$ cat src/rtl/sram_ctrl_pkg.sv
package sram_ctrl_pkg;

  typedef enum logic [2:0] {
    ST_IDLE,
    ST_WSET,
    ST_WSTB,
    ST_WREC,
    ST_RACC,
    ST_TURN
  } seq_state_e;

  // Whole clock cycles covering a time in picoseconds, never below one.
  function automatic int unsigned cyc_of(input int unsigned t_ps, input int unsigned clk_ps);
    int unsigned n;
    n = (t_ps + clk_ps - 1) / clk_ps;
    return (n < 1) ? 1 : n;
  endfunction

  function automatic int unsigned max2(input int unsigned a, input int unsigned b);
    return (a > b) ? a : b;
  endfunction

endpackage

$ cat src/rtl/sram_ctrl_seq.sv
module sram_ctrl_seq
  import sram_ctrl_pkg::*;
#(
  parameter int unsigned ADDR_W  = 18,
  parameter int unsigned DATA_W  = 8,
  parameter int unsigned SET_CYC = 1,
  parameter int unsigned WP_CYC  = 5,
  parameter int unsigned REC_CYC = 1,
  parameter int unsigned RD_CYC  = 6,
  parameter int unsigned TRN_CYC = 3
) (
  input  logic              clk,
  input  logic              rst,
  input  logic              req_valid,
  input  logic              req_write,
  input  logic [ADDR_W-1:0] req_addr,
  input  logic [DATA_W-1:0] req_wdata,
  output logic              req_ready,
  output seq_state_e        state_q,
  output seq_state_e        state_d,
  output logic              last,
  output logic [ADDR_W-1:0] addr_q,
  output logic [DATA_W-1:0] wdata_q
);

  localparam int unsigned MAXC  = max2(max2(max2(SET_CYC, WP_CYC), max2(REC_CYC, RD_CYC)), TRN_CYC);
  localparam int unsigned CNT_W = (MAXC > 1) ? $clog2(MAXC) : 1;

  logic [CNT_W-1:0] cnt_q, cnt_d;

  assign last      = (cnt_q == '0);
  assign req_ready = (state_q == ST_IDLE);

  always_comb begin
    state_d = state_q;
    cnt_d   = last ? cnt_q : cnt_q - 1'b1;
    unique case (state_q)
      ST_IDLE: if (req_valid) begin
        if (req_write) begin
          state_d = ST_WSET;
          cnt_d   = CNT_W'(SET_CYC - 1);
        end else begin
          state_d = ST_RACC;
          cnt_d   = CNT_W'(RD_CYC - 1);
        end
      end
      ST_WSET: if (last) begin
        state_d = ST_WSTB;
        cnt_d   = CNT_W'(WP_CYC - 1);
      end
      ST_WSTB: if (last) begin
        state_d = ST_WREC;
        cnt_d   = CNT_W'(REC_CYC - 1);
      end
      ST_WREC: if (last) state_d = ST_IDLE;
      ST_RACC: if (last) begin
        state_d = ST_TURN;
        cnt_d   = CNT_W'(TRN_CYC - 1);
      end
      ST_TURN: if (last) state_d = ST_IDLE;
      default: begin
        state_d = ST_IDLE;
        cnt_d   = '0;
      end
    endcase
  end

  always_ff @(posedge clk) begin
    if (rst) begin
      state_q <= ST_IDLE;
      cnt_q   <= '0;
      addr_q  <= '0;
      wdata_q <= '0;
    end else begin
      state_q <= state_d;
      cnt_q   <= cnt_d;
      if (req_ready && req_valid) begin
        addr_q  <= req_addr;
        wdata_q <= req_wdata;
      end
    end
  end

endmodule

$ cat src/rtl/sram_ctrl_pins.sv
module sram_ctrl_pins
  import sram_ctrl_pkg::*;
(
  input  logic       clk,
  input  logic       rst,
  input  seq_state_e state_q,
  input  seq_state_e state_d,
  output logic       ram_ce_n,
  output logic       ram_ce2,
  output logic       ram_we_n,
  output logic       ram_oe_n,
  output logic       ram_dq_oe
);

  logic sel_d;
  assign sel_d = (state_d != ST_IDLE) && (state_d != ST_TURN);

  // Pins are registered from the next state so they carry no decode glitches.
  always_ff @(posedge clk) begin
    if (rst) begin
      ram_ce_n  <= 1'b1;
      ram_ce2   <= 1'b0;
      ram_we_n  <= 1'b1;
      ram_oe_n  <= 1'b1;
      ram_dq_oe <= 1'b0;
    end else begin
      ram_ce_n  <= ~sel_d;
      ram_ce2   <= sel_d;
      ram_we_n  <= ~(state_d == ST_WSTB);
      ram_oe_n  <= ~(state_d == ST_RACC);
      // Driver on from the second strobe cycle, off with the strobe's rise.
      ram_dq_oe <= (state_d == ST_WSTB) && (state_q == ST_WSTB);
    end
  end

endmodule

$ cat src/rtl/sram_ctrl_rdcap.sv
module sram_ctrl_rdcap
  import sram_ctrl_pkg::*;
#(
  parameter int unsigned DATA_W = 8
) (
  input  logic              clk,
  input  logic              rst,
  input  seq_state_e        state_q,
  input  logic              last,
  input  logic [DATA_W-1:0] ram_dq_i,
  output logic              rsp_valid,
  output logic [DATA_W-1:0] rsp_rdata
);

  logic take;
  assign take = (state_q == ST_RACC) && last;

  always_ff @(posedge clk) begin
    if (rst) begin
      rsp_valid <= 1'b0;
      rsp_rdata <= '0;
    end else begin
      rsp_valid <= take;
      if (take) rsp_rdata <= ram_dq_i;
    end
  end

endmodule

$ cat src/rtl/sram_ctrl.sv
module sram_ctrl
  import sram_ctrl_pkg::*;
#(
  parameter int unsigned ADDR_W   = 18,
  parameter int unsigned DATA_W   = 8,
  parameter int unsigned CLK_PS   = 8000,
  parameter int unsigned T_AS_PS  = 0,
  parameter int unsigned T_WP_PS  = 35000,
  parameter int unsigned T_DW_PS  = 25000,
  parameter int unsigned T_WR_PS  = 0,
  parameter int unsigned T_WC_PS  = 45000,
  parameter int unsigned T_AA_PS  = 45000,
  parameter int unsigned T_OE_PS  = 20000,
  parameter int unsigned T_OFF_PS = 20000
) (
  input  logic              clk,
  input  logic              rst,
  input  logic              req_valid,
  output logic              req_ready,
  input  logic              req_write,
  input  logic [ADDR_W-1:0] req_addr,
  input  logic [DATA_W-1:0] req_wdata,
  output logic              rsp_valid,
  output logic [DATA_W-1:0] rsp_rdata,
  output logic [ADDR_W-1:0] ram_addr,
  output logic [DATA_W-1:0] ram_dq_o,
  output logic              ram_dq_oe,
  input  logic [DATA_W-1:0] ram_dq_i,
  output logic              ram_ce_n,
  output logic              ram_ce2,
  output logic              ram_we_n,
  output logic              ram_oe_n
);

  localparam int unsigned SET_CYC = cyc_of(T_AS_PS, CLK_PS);
  // One undriven strobe cycle precedes the data set-up window.
  localparam int unsigned WP_CYC  = max2(cyc_of(T_WP_PS, CLK_PS), cyc_of(T_DW_PS, CLK_PS) + 1);
  localparam int unsigned WC_CYC  = cyc_of(T_WC_PS, CLK_PS);
  localparam int unsigned REC_CYC = (WC_CYC > SET_CYC + WP_CYC)
                                    ? max2(cyc_of(T_WR_PS, CLK_PS), WC_CYC - SET_CYC - WP_CYC)
                                    : cyc_of(T_WR_PS, CLK_PS);
  localparam int unsigned RD_CYC  = max2(cyc_of(T_AA_PS, CLK_PS), cyc_of(T_OE_PS, CLK_PS));
  localparam int unsigned TRN_CYC = cyc_of(T_OFF_PS, CLK_PS);

  seq_state_e state_q, state_d;
  logic       last;

  sram_ctrl_seq #(
    .ADDR_W (ADDR_W),
    .DATA_W (DATA_W),
    .SET_CYC(SET_CYC),
    .WP_CYC (WP_CYC),
    .REC_CYC(REC_CYC),
    .RD_CYC (RD_CYC),
    .TRN_CYC(TRN_CYC)
  ) seq_i (
    .clk      (clk),
    .rst      (rst),
    .req_valid(req_valid),
    .req_write(req_write),
    .req_addr (req_addr),
    .req_wdata(req_wdata),
    .req_ready(req_ready),
    .state_q  (state_q),
    .state_d  (state_d),
    .last     (last),
    .addr_q   (ram_addr),
    .wdata_q  (ram_dq_o)
  );

  sram_ctrl_pins pins_i (
    .clk      (clk),
    .rst      (rst),
    .state_q  (state_q),
    .state_d  (state_d),
    .ram_ce_n (ram_ce_n),
    .ram_ce2  (ram_ce2),
    .ram_we_n (ram_we_n),
    .ram_oe_n (ram_oe_n),
    .ram_dq_oe(ram_dq_oe)
  );

  sram_ctrl_rdcap #(.DATA_W(DATA_W)) rdcap_i (
    .clk      (clk),
    .rst      (rst),
    .state_q  (state_q),
    .last     (last),
    .ram_dq_i (ram_dq_i),
    .rsp_valid(rsp_valid),
    .rsp_rdata(rsp_rdata)
  );

endmodule

$ cat config.mk
export PLATFORM = sky130hd
export DESIGN_NAME = sram_ctrl
export DESIGN_NICKNAME = d
export VERILOG_FILES = /design/src/rtl/sram_ctrl_pkg.sv /design/src/rtl/sram_ctrl_seq.sv /design/src/rtl/sram_ctrl_pins.sv /design/src/rtl/sram_ctrl_rdcap.sv /design/src/rtl/sram_ctrl.sv
export SDC_FILE = /design/constraint.sdc
export NUM_CORES = 1
export LEC_CHECK = 0
export BUFFER_PORTS_ARGS = -buffer_cell sky130_fd_sc_hd__buf_2
export CAP_MARGIN = 10
export CORE_MARGIN = 5
export CORE_UTILIZATION = 43
export DETAILED_ROUTE_END_ITERATION = 7
export PLACE_DENSITY = 0.75
export SLEW_MARGIN = 15
export SYNTH_ARGS = -nofsm -noshare
export SYNTH_HDL_FRONTEND = slang
export SYNTH_HIERARCHICAL = 1
export SYNTH_SLANG_ARGS = --single-unit
$ cat constraint.sdc
create_clock -name clk -period 2.1 [get_ports clk]
set_input_delay 0.21 -clock clk [delete_from_list [all_inputs] [get_ports clk]]
set_output_delay 0.21 -clock clk [all_outputs]
set_load 0.05 [all_outputs]
==> flow_metrics.env <==
export IMPL_cp_end_kind="flop"
export IMPL_insertion_delay_ps=290
export IMPL_vdd_drop_max_uv=772
export IMPL_start_kind="flop"
export IMPL_yosys_most_used_dff="dfxtp_1"
export IMPL_wl_um=4490
export IMPL_syn_nets=268
export IMPL_finalMaxSlewViolations=0
export IMPL_syn_area_mm2=0.00198
export IMPL_fp_dieArea_mm2=0.00607
export IMPL_rr_startpoint="seq_i/cnt_q[0]"
export IMPL_final_common_cell="buf_2"
export IMPL_clock_path_buffers=2
export IMPL_synth_edff_count=0
export IMPL_cts_root_buffer="clkbuf_8"
export IMPL_cts_made_buffers=5
export IMPL_fillers=419
export IMPL_drive_gt1_share_pct=33.2
export IMPL_cts_sinks=46
export IMPL_multi_input_area_um2=922
export IMPL_initial_core_util_pct=44.9
export IMPL_dr_pass1_iters=4
export IMPL_fin_setup_tns_ps=0
export IMPL_grt_max_degree=41
export IMPL_finClkSkew_ps=4.03
export IMPL_worstPathMaxFanout=4
export IMPL_grt_total_usage_pct=14.5
export IMPL_path_class="reg2reg"
export IMPL_cts_clk_slew_worst_paths_ps=90
export IMPL_portBuffers=78
export IMPL_rows=24
export IMPL_synth_cell_types=37
export IMPL_cts_hold_buf=0
export IMPL_hpwl_um=3240
export IMPL_async_reset_ff_share_pct=0
export IMPL_n_antenna_cell=0
export IMPL_setup_viol=0
export IMPL_avgSynthCellArea_um2=8.73
export IMPL_ant_nets=0
export IMPL_boundaryPins=79
export IMPL_worstPathRequired_ps=2310
export IMPL_grt_overflow=0
export IMPL_yosysSeqAreaShare_pct=46.5
export IMPL_relSlewSlack_pct=65.5
export IMPL_fp_coreArea_mm2=0.00441
export IMPL_worst_ep_arrival_time_ps=2130
export IMPL_fin_crit_sh_pct=91.4
export IMPL_cp_startpoint="seq_i/cnt_q[0]"
export IMPL_cts_repair_resized=0
export IMPL_fmaxAchievable_mhz=521
export IMPL_ys_ff_latch=46
export IMPL_layout_common_cells="78 x buf_2, 61 x nand2_1, 46 x dfxtp_1"
export IMPL_grt_pass1_vias=1665
export IMPL_yosysWarnings=6
export IMPL_rsz0062_at_grt="no"
export IMPL_area_growth_synth_to_final_pct=25.3
export IMPL_drt_iter0_markers=52
export IMPL_layout_nets=344
export IMPL_cts_tree="done"
export IMPL_p_per_area_mw_per_mm2=1440
export IMPL_grt_pass1_wl_um=7380
export IMPL_hp_class="in2reg"
export IMPL_viasPerCell=4.97
export IMPL_status="completed"
export IMPL_post_cts_setup_buffers=0
export IMPL_hold_start="req_addr[12]"
export IMPL_h_tree_depth=2
export IMPL_die_w_um=77.9
export IMPL_wl_per_cell_um=12.6
export IMPL_gp_congestion=0.766
export IMPL_vias=1769
export IMPL_hold_viol_final=0
export IMPL_tightest_slew_ps=518
export IMPL_antenna_found_initial=0
export IMPL_synthCells=227
export IMPL_chipHeight_um=77.9
export IMPL_drc=0
export IMPL_drv_cap=0
export IMPL_final_seq_area_um2=921
export IMPL_p_leak_nw=1.14
export IMPL_period_minus_slack_ps=1920
export IMPL_utilization_pct=56.2
Yosys cell counts, types with 2 or more instances:
library cell / instances / area (um2)
a21o_1: 3 / 22.5
a21oi_1: 30 / 150
a221oi_1: 2 / 17.5
a31oi_1: 2 / 12.5
buf_2: 2 / 10.0
buf_4: 2 / 15.0
buf_6: 4 / 45.0
buf_8: 2 / 30.0
clkbuf_1: 5 / 18.8
dfxtp_1: 46 / 921
ha_1: 3 / 37.5
inv_1: 4 / 15.0
mux2i_1: 8 / 80.1
nand2_1: 61 / 229
nand2b_1: 17 / 106
nor2_1: 5 / 18.8
nor2b_1: 2 / 12.5
nor3_1: 3 / 15.0
o21ai_0: 6 / 30.0
or4b_4: 2 / 27.5
xor2_1: 2 / 17.5
power by group:
group / leakage, nW / internal, W / total (W) / switching, W
combinational: 0.709 / 0.000540 / 0.00175 / 0.00121
clock: 0.0585 / 0.000357 / 0.000655 / 0.000298
sequential: 0.377 / 0.00106 / 0.00116 / 0.000101
stage by stage:
stage / instances / area [um2] / hold WS (ps) / worst slack, ps / total power, W
floorplan: 227 / 1980 / 314 / 95.1 / 0.00262
global placement: 348 / 2370 / 438 / 230 / 0.00290
detailed placement: 348 / 2370 / 444 / 122 / 0.00293
CTS: 356 / 2480 / 132 / 105 / 0.00360
global route: 356 / 2480 / 124 / 8.93 / 0.00381
finish: 356 / 2480 / 143 / 181 / 0.00357
final timing paths:
check                           to  slack [ps]  cells after the start
hold reg to reg   seq_i/wdata_q[5]         450                      2
hold / removal    seq_i/addr_q[12]         140                      3
setup / recovery  pins_i/ram_dq_oe         180                      8
setup reg to reg  pins_i/ram_dq_oe         180                      8
worst max-delay path, stage by stage (launching register included):
cell	delay [ps]
dfxtp_1	310
inv_1	90
ha_1	180
nand2b_1	120
nor2_2	200
xnor2_1	110
nor2_1	130
or4b_4	490
nor4b_2	200
kinds of logic (layout without fill, tap and decap cells):
| group | after synthesis | in the layout | synth area share (%) |
|---|---|---|---|
| fa+ha+maj | 3 | 3 | 1.89 |
| compound gates | 49 | 49 | 14.1 |
| xor+xnor | 3 | 3 | 1.33 |
| mux | 9 | 9 | 4.61 |
| buf+inv | 21 | 98 | 7.13 |
| flops | 46 | 46 | 46.5 |
| simple gates | 96 | 96 | 24.5 |
final cells by class:
type,count,share of cell area (%)
sequential,46,37.1
tap,52,2.62
multi-input combinational,160,37.1
clock buffer,5,2.77
inverter,5,0.756
timing repair buffer,85,17.8
clock inverter,3,1.76
per-layer routing:
metal	up-vias	part of all wire (%)	GRT usage [%]
li1	907	-	-
met3	4	8.9	4.40
met4	0	1.2	5.41
met5	-	0	0
met1	797	44	17.8
met2	61	46	23.7
flip-flops by register name, indices dropped and copies added (netlist names):
register           cells
seq_i/state_q          3
pins_i/ram_we_n        1
rdcap_i/rsp_valid      1
rdcap_i/rsp_rdata      8
pins_i/ram_dq_oe       1
pins_i/ram_ce2         1
seq_i/wdata_q          8
pins_i/ram_oe_n        1
seq_i/cnt_q            3
seq_i/addr_q          18
pins_i/ram_ce_n        1
No activity file was read; power rests on OpenSTA's default activity.
